### src/rtl/uart_frame_tx.sv
module uart_frame_tx #(
  parameter int DEPTH = 16
) (
  input  logic       clk,
  input  logic       rst_n,
  input  logic       bit_tick,
  input  logic       uart_on,
  input  logic       tx_on,
  input  logic [1:0] cfg_len,
  input  logic [1:0] cfg_par,
  input  logic       cfg_stop2,
  input  logic       brk_req,
  input  logic       wr_en,
  input  logic [7:0] wr_data,
  output logic       txd,
  output logic       busy,
  output logic       fifo_full,
  output logic       fifo_empty,
  output logic       overflow
);
  localparam int AW = $clog2(DEPTH);
  localparam int CW = $clog2(DEPTH + 1);

  typedef enum logic [2:0] {S_IDLE, S_START, S_DATA, S_PAR, S_STOP, S_BRK} st_t;

  st_t           state;
  logic [7:0]    mem [DEPTH];
  logic [AW-1:0] wp, rp;
  logic [CW-1:0] cnt;
  logic [7:0]    sh;
  logic [2:0]    bitn;
  logic          stop_hi, par_q, txd_q, ovf_q;

  wire       en        = uart_on && tx_on;
  wire [2:0] last_bit  = 3'(cfg_len) + 3'd4;
  wire [7:0] mask      = 8'hFF >> (2'd3 - cfg_len);
  wire [7:0] head      = mem[rp] & mask;
  wire       has_par   = (cfg_par == 2'd1) || (cfg_par == 2'd2);
  wire       frame_end = (state == S_STOP) && (!cfg_stop2 || stop_hi);
  wire       at_rest   = (state == S_IDLE) || frame_end;
  wire       launch    = bit_tick && at_rest && en && !brk_req && !fifo_empty;
  wire       wr_ok     = wr_en && !fifo_full;

  assign fifo_full  = (cnt == CW'(DEPTH));
  assign fifo_empty = (cnt == '0);
  assign overflow   = ovf_q;
  assign txd        = txd_q;
  assign busy       = (state != S_IDLE);

  always_ff @(posedge clk) if (wr_ok) mem[wp] <= wr_data;

  always_ff @(posedge clk or negedge rst_n) begin
    if (!rst_n) begin
      wp <= '0; rp <= '0; cnt <= '0; ovf_q <= 1'b0;
    end else begin
      if (wr_ok) wp <= wp + AW'(1);
      if (launch) rp <= rp + AW'(1);
      cnt <= cnt + CW'(wr_ok) - CW'(launch);
      if (wr_en && fifo_full) ovf_q <= 1'b1;
    end
  end

  always_ff @(posedge clk or negedge rst_n) begin
    if (!rst_n) begin
      state <= S_IDLE; txd_q <= 1'b1; sh <= '0; bitn <= '0;
      stop_hi <= 1'b0; par_q <= 1'b0;
    end else if (bit_tick) begin
      if (at_rest) begin
        if (launch) begin
          state <= S_START; txd_q <= 1'b0; sh <= head;
          par_q <= (^head) ^ (cfg_par == 2'd1);
        end else if (brk_req && en) begin
          state <= S_BRK; txd_q <= 1'b0;
        end else begin
          state <= S_IDLE; txd_q <= 1'b1;
        end
      end else begin
        case (state)
          S_START: begin state <= S_DATA; txd_q <= sh[0]; bitn <= '0; end
          S_DATA:
            if (bitn == last_bit) begin
              if (has_par) begin state <= S_PAR; txd_q <= par_q; end
              else begin state <= S_STOP; txd_q <= 1'b1; stop_hi <= 1'b0; end
            end else begin
              sh <= sh >> 1; txd_q <= sh[1]; bitn <= bitn + 3'd1;
            end
          S_PAR:  begin state <= S_STOP; txd_q <= 1'b1; stop_hi <= 1'b0; end
          S_STOP: stop_hi <= 1'b1;
          S_BRK:  if (!brk_req) begin state <= S_IDLE; txd_q <= 1'b1; end
          default: begin state <= S_IDLE; txd_q <= 1'b1; end
        endcase
      end
    end
  end

  a_r1_rest_high: assert property (@(posedge clk) disable iff (!rst_n) !busy |-> txd);
  a_r2_start_low: assert property (@(posedge clk) disable iff (!rst_n) (state == S_START) |-> !txd);
  a_r2_tick_paced: assert property (@(posedge clk) disable iff (!rst_n) !bit_tick |=> $stable(txd));
  a_r5_stop_high: assert property (@(posedge clk) disable iff (!rst_n) (state == S_STOP) |-> txd);
  a_r6_no_start_off: assert property (@(posedge clk) disable iff (!rst_n)
    ((state == S_IDLE) && !en) |=> (state != S_START));
  a_r7_break_low: assert property (@(posedge clk) disable iff (!rst_n) (state == S_BRK) |-> !txd);
  a_r8_flags_excl: assert property (@(posedge clk) disable iff (!rst_n) !(fifo_full && fifo_empty));
  a_r8_count_bound: assert property (@(posedge clk) disable iff (!rst_n) cnt <= CW'(DEPTH));
  a_r9_sticky: assert property (@(posedge clk) disable iff (!rst_n) overflow |=> overflow);
endmodule

### config.mk
export PLATFORM = sky130hd
export DESIGN_NAME = uart_frame_tx
export DESIGN_NICKNAME = d
export VERILOG_FILES = /design/src/rtl/uart_frame_tx.sv
export SDC_FILE = /design/constraint.sdc
export NUM_CORES = 1
export LEC_CHECK = 0
export BUFFER_PORTS_ARGS = -buffer_cell sky130_fd_sc_hd__buf_2
export CAP_MARGIN = 20
export CORE_ASPECT_RATIO = 0.7
export CORE_UTILIZATION = 61
export CTS_CLUSTER_SIZE = 14
export DETAILED_ROUTE_END_ITERATION = 8
export HOLD_SLACK_MARGIN = 0.15
export PLACE_DENSITY_LB_ADDON = 0.08
export SLEW_MARGIN = 15
export SYNTH_ARGS = -nofsm -noshare
export SYNTH_HDL_FRONTEND = slang
export SYNTH_SLANG_ARGS = --single-unit
### constraint.sdc
create_clock -name clk -period 3.5 [get_ports clk]
set_clock_uncertainty 0.1 [all_clocks]
set_input_delay 0.7 -clock clk [delete_from_list [all_inputs] [get_ports clk]]
set_output_delay 0.7 -clock clk [all_outputs]
set_load 0.005 [all_outputs]
---- Word level (Yosys, flattened, before mapping) ----
Memory sizes are Yosys's and may differ from the RTL's.
Cells that the tools add are included.
storage, ports and cells
  RAM bits ................................ 128
  word-level logic and storage cells ...... 93
  memories kept ........................... 1
  bits of input ports ..................... 20
  memory bits (read-only) ................. 0
  latch bits .............................. 0
  bits in registers ....................... 31
  output and inout port bits .............. 5
operators by class
  add/sub/neg operators ................... 7
  reductions and logical operators ........ 29
  $lt $le $gt $ge ......................... 0
  muxes and demuxes ....................... 25
  bitwise operators ....................... 3
  eq/ne operators ......................... 17
  shift operators ......................... 1
  $mul .................................... 0
  divide/modulo/power cells ............... 0
memory list
  name  words  bits a word  read ports  clocked after Yosys merged registers in  write ports  RTL line  RTL
  mem   16     8            1           0                                        1            27        logic [7:0] mem [DEPTH];
operators with widths
  cell                 count
  $mux 8               4
  $mux 3               7
  $pmux 3 s5           1
  $reduce_and 4->1     3
  $mux 1               10
  $ne 2x2->1 const B   5
  $logic_and 1x1->1    9
  $add 4x1->4 const B  2
  $and 8x8->8          1
  $reduce_xor 8->1     1
  $shr 8x2->8 const A  1
  $eq 3x2->1 const B   2
  $eq 3x3->1 const B   2
  $ne 3x3->1 const B   2
  $pmux 3 s2           1
  $reduce_and 3->1     2
  $reduce_bool 3->1    2
  $add 5x1->5          1
  $eq 5x5->1 const B   1
  $logic_not 5->1      1
  $reduce_and 5->1     1
  $sub 5x1->5          1
  $logic_not 1->1      4
  $pmux 1 s4           1
  other kinds (14)     17

---- Logic depth before layout (Yosys ltp) ----
  word-level depth ........................ 10
  depth in mapped cells ................... 16

---- Worst setup path after synthesis ----
No wires, ideal clock.
  kind .................................... input -> register
  start point ............................. in brk_req
  end point ............................... reg cnt[4]
  setup slack ............................. 532 ps
  data arrival time ....................... 2,743 ps
  buffers on the path ..................... 1
  stages .................................. 14
  cell sequence ........................... nand4b_1 or3_1 inv_1 buf_4 ha_1 inv_1 ha_1 inv_1 fa_1 inv_1 a21oi_1 nor2_1 nor2_1 xnor2_1
on the way
  cells in the longest elaborated chain, start to end .. 4
RTL lines
  item                            RTL line  RTL
  from (decl)                     12        input logic brk_req,
  $logic_not 1->1                 n/a
  $logic_and 1x1->1 (2 in a row)  41        wire launch = bit_tick && at_rest && en && !brk_req && !fifo_empty;
  named net launch                41
  $sub 5x1->5                     58        cnt <= cnt + CW'(wr_ok) - CW'(launch);
  to (signal assigned)            58
  to (decl)                       29        logic [CW-1:0] cnt;
The timed path passes the listed nets, and every way through them passes these cells.
A chain may end at the register's enable or synchronous reset.

---- Worst setup path in the final report ----
  start point ............................. reg cnt[2]
  end point ............................... reg cnt[4]
on the way
  cells in the longest elaborated chain, start to end .. 5
  elaborated cells between the ends (all ways) .. 8
RTL lines
  item               RTL line  RTL
  $eq 5x5->1         44        assign fifo_full = (cnt == CW'(DEPTH));
  $logic_not 1->1    42        wire wr_ok = wr_en && !fifo_full;
  $logic_and 1x1->1  42
  $add 5x1->5        58
  $sub 5x1->5 *      58
Every way passes the cells marked *; elsewhere a longest branch is shown, timed or not.

==> metrics <==
Remaining DRCs 0; ratio of cells with drive above 1 in the final layout about a quarter; diode count 0; Mapped Nets 437; FF-to-FF Start cnt[2]; total number of vias between 3000 and 4000; CP endpoint kind register; gr ovfl total 0; WL per Instance between 20 and 25 um; footprint of the multi-input gates around 1900 um^2; vias in the first global route 3801; Total Routed Length about 13000 um; CTS Hold Bufs 0; DP HPWL 9020 um; Yosys cell types between 40 and 50; area post-placement 7110 um^2; clk sinks about 160; Worst-path clk slew approximately 0.070 ns; CTS tree yes; cells after synthesis approximately 400; reg2reg setup slack 0.40 ns; Seq/Total Area, Yosys between 60 and 70%; gpl congestion 0.868; Num CTS Buffers 17; Critical R2R Capture cnt[4]; Initial Utilization between 60% and 70%; Filler cells between 600 and 700; R2R depth 16; Core Area between 10000 and 15000 um^2; f_max roughly 320 MHz; Clock Latency Late Sink 0.42 ns; number of maximum-capacitance violations 0; first-pass GRT wire length roughly 21000 um; startpoint class of the critical path register; Finished Cell Area around 7700 um^2; Max-slew headroom 41.2%; Slew @ Worst Pin 0.878 ns; initial antenna violation count 0; DRT iter0 DRCs ~260; Worst Path Class, Setup reg -> reg; RSZ-0062 raised after global routing no; Area growth, synth to finish 14.4%; commonest non-fill, non-tap cells in the layout 128 x edfxtp_1, 29 x mux4_2, 29 x dfrtp_1, 27 x nand2_1, 25 x buf_4; max-slew violations 0; WP data arrival between 3 and 4 ns; Final ANT Viol Nets 0; H-tree depth 4; Post-synth top flop edfxtp_1; peak supply drop about 0.5 mV; chip height between 80 and 90 um; Final min period between 3 and 4 ns; Clock Path Buffers 2; # IOs 25; setup_tns 0 ns; setup violators final 0; FP Rows 31; clk root buf clkbuf_16; router iterations before antenna repair 5; die area 11400 um^2; commonest non-fill, non-tap cell in the layout edfxtp_1; Synth Register Bits between 150 and 200; final hold vios 0; Syn Std Cell Area roughly 6700 um^2; Syn Area/Cell approximately 17 um^2; Sequential cell area 4620 um^2; PD cells ~840 nW/um^2; GRT Util Overall roughly 26%; status complete, no violations; largest net degree at the start of global routing 32; share of flip-flops with an asynchronous set or reset about a fifth; Min-Delay Path Class in -> async; Worst Path Required 3.71 ns; Post CTS Setup Buffer Count 0; crit share post-route approximately 89%; number of flops mapped to enable cells by yosys 128; Die X-Extent 127 um; Vias per Instance roughly 6; Leak Pwr 2.79 nW; synth warn 0; CTS resizes 0; Buffers on Ports 24; critical path fanouts, max 9; Nets around 500
## how the worst max path moves through the flow
stage             from     end  slack (ns)  cells past startpoint
2_1_floorplan  brk_req  cnt[4]        0.53                     14
3_3_place_gp   brk_req  cnt[4]        0.53                     14
3_5_place_dp   brk_req  cnt[4]        0.43                     14
4_1_cts         cnt[2]  cnt[4]        0.41                     15
5_1_grt         cnt[2]  cnt[4]        0.21                     16
6_report        cnt[2]  cnt[4]        0.40                     16
## metal layers
| metal | GRT usage, % | up-vias | part of all wire (%) |
|---|---|---|---|
| li1 | - | 1671 | - |
| met5 | 0 | - | 0 |
| met1 | 40.1 | 1872 | 47 |
| met4 | 9.33 | 0 | 1.4 |
| met3 | 5.95 | 19 | 6.8 |
| met2 | 36.6 | 133 | 45 |
## critical path, stage by stage, from the launching register on
cell      delay, ns
dfrtp_1        0.36
inv_1          0.07
ha_1           0.21
nor4bb_1       0.14
buf_4          0.14
nor2b_1        0.46
inv_1          0.14
ha_1           0.31
inv_1          0.06
ha_1           0.15
inv_1          0.05
fa_1           0.40
inv_1          0.07
a21oi_1        0.06
nor2_1         0.10
nor2_1         0.06
xnor2_1        0.11
## logic make-up (layout without fill, tap and decap cells)
kind of cell	Yosys count	in the layout	synth area share, %
xor gates and xnor gates	19	19	2.79
AOI/OAI and AO/OA	51	51	4.92
DFF	159	159	68.8
muxes	35	35	11.6
adders and majority gates	14	14	2.72
buffers and inverters	32	97	2.64
and+or+nand+nor	93	93	6.54
## through the flow
| step | hold WS [ns] | worst slack (ns) | std cells | total power [mW] | utilization (%) |
|---|---|---|---|---|---|
| floorplan | 0.304 | 0.532 | 403 | 4.12 | - |
| global placement | 0.342 | 0.532 | 584 | 4.60 | 67.7 |
| detailed placement | 0.342 | 0.431 | 584 | 4.67 | 67.7 |
| CTS | 0.232 | 0.410 | 616 | 6.46 | 73.1 |
| global route | 0.279 | 0.211 | 616 | 6.73 | 73.1 |
| finish | 0.220 | 0.398 | 616 | 6.42 | 73.1 |
## synthesized netlist by cell type (6+ instances only)
| master | count | area share [%] |
|---|---|---|
| o21ai_0 | 10 | 0.74 |
| inv_1 | 15 | 0.84 |
| a22oi_1 | 9 | 1.0 |
| nand3_1 | 12 | 0.89 |
| mux4_2 | 29 | 9.7 |
| ha_1 | 13 | 2.4 |
| a21oi_1 | 10 | 0.74 |
| nor3_1 | 9 | 0.67 |
| dfrtp_1 | 30 | 11 |
| nor2_1 | 24 | 1.3 |
| clkbuf_1 | 7 | 0.39 |
| edfxtp_1 | 128 | 57 |
| o22ai_1 | 6 | 0.56 |
| xnor2_1 | 15 | 2.0 |
| nand2_1 | 27 | 1.5 |
## layout make-up
class | instances | share of cell area (%)
sequential | 159 | 60.1
inverter | 15 | 0.733
multi-input combinational | 212 | 25.0
clock inverter | 14 | 1.87
clock buffer | 18 | 5.58
tap | 148 | 2.41
timing repair buffer | 50 | 4.27
## sequential cells by signal (all words and copies together), names as in the netlist
register and count:
overflow 1, cnt 5, txd 1, stop_hi 1, wp 4, bitn 3, state 3, mem 128
rp 4, par_q 1, sh 8
## where the power goes
group | internal, mW | switching, mW | leakage [nW]
sequential | 2.35 | 0.252 | 1.55
combinational | 1.03 | 0.994 | 0.961
clock | 1.01 | 0.784 | 0.276
Power figures use the tool's default switching activity.
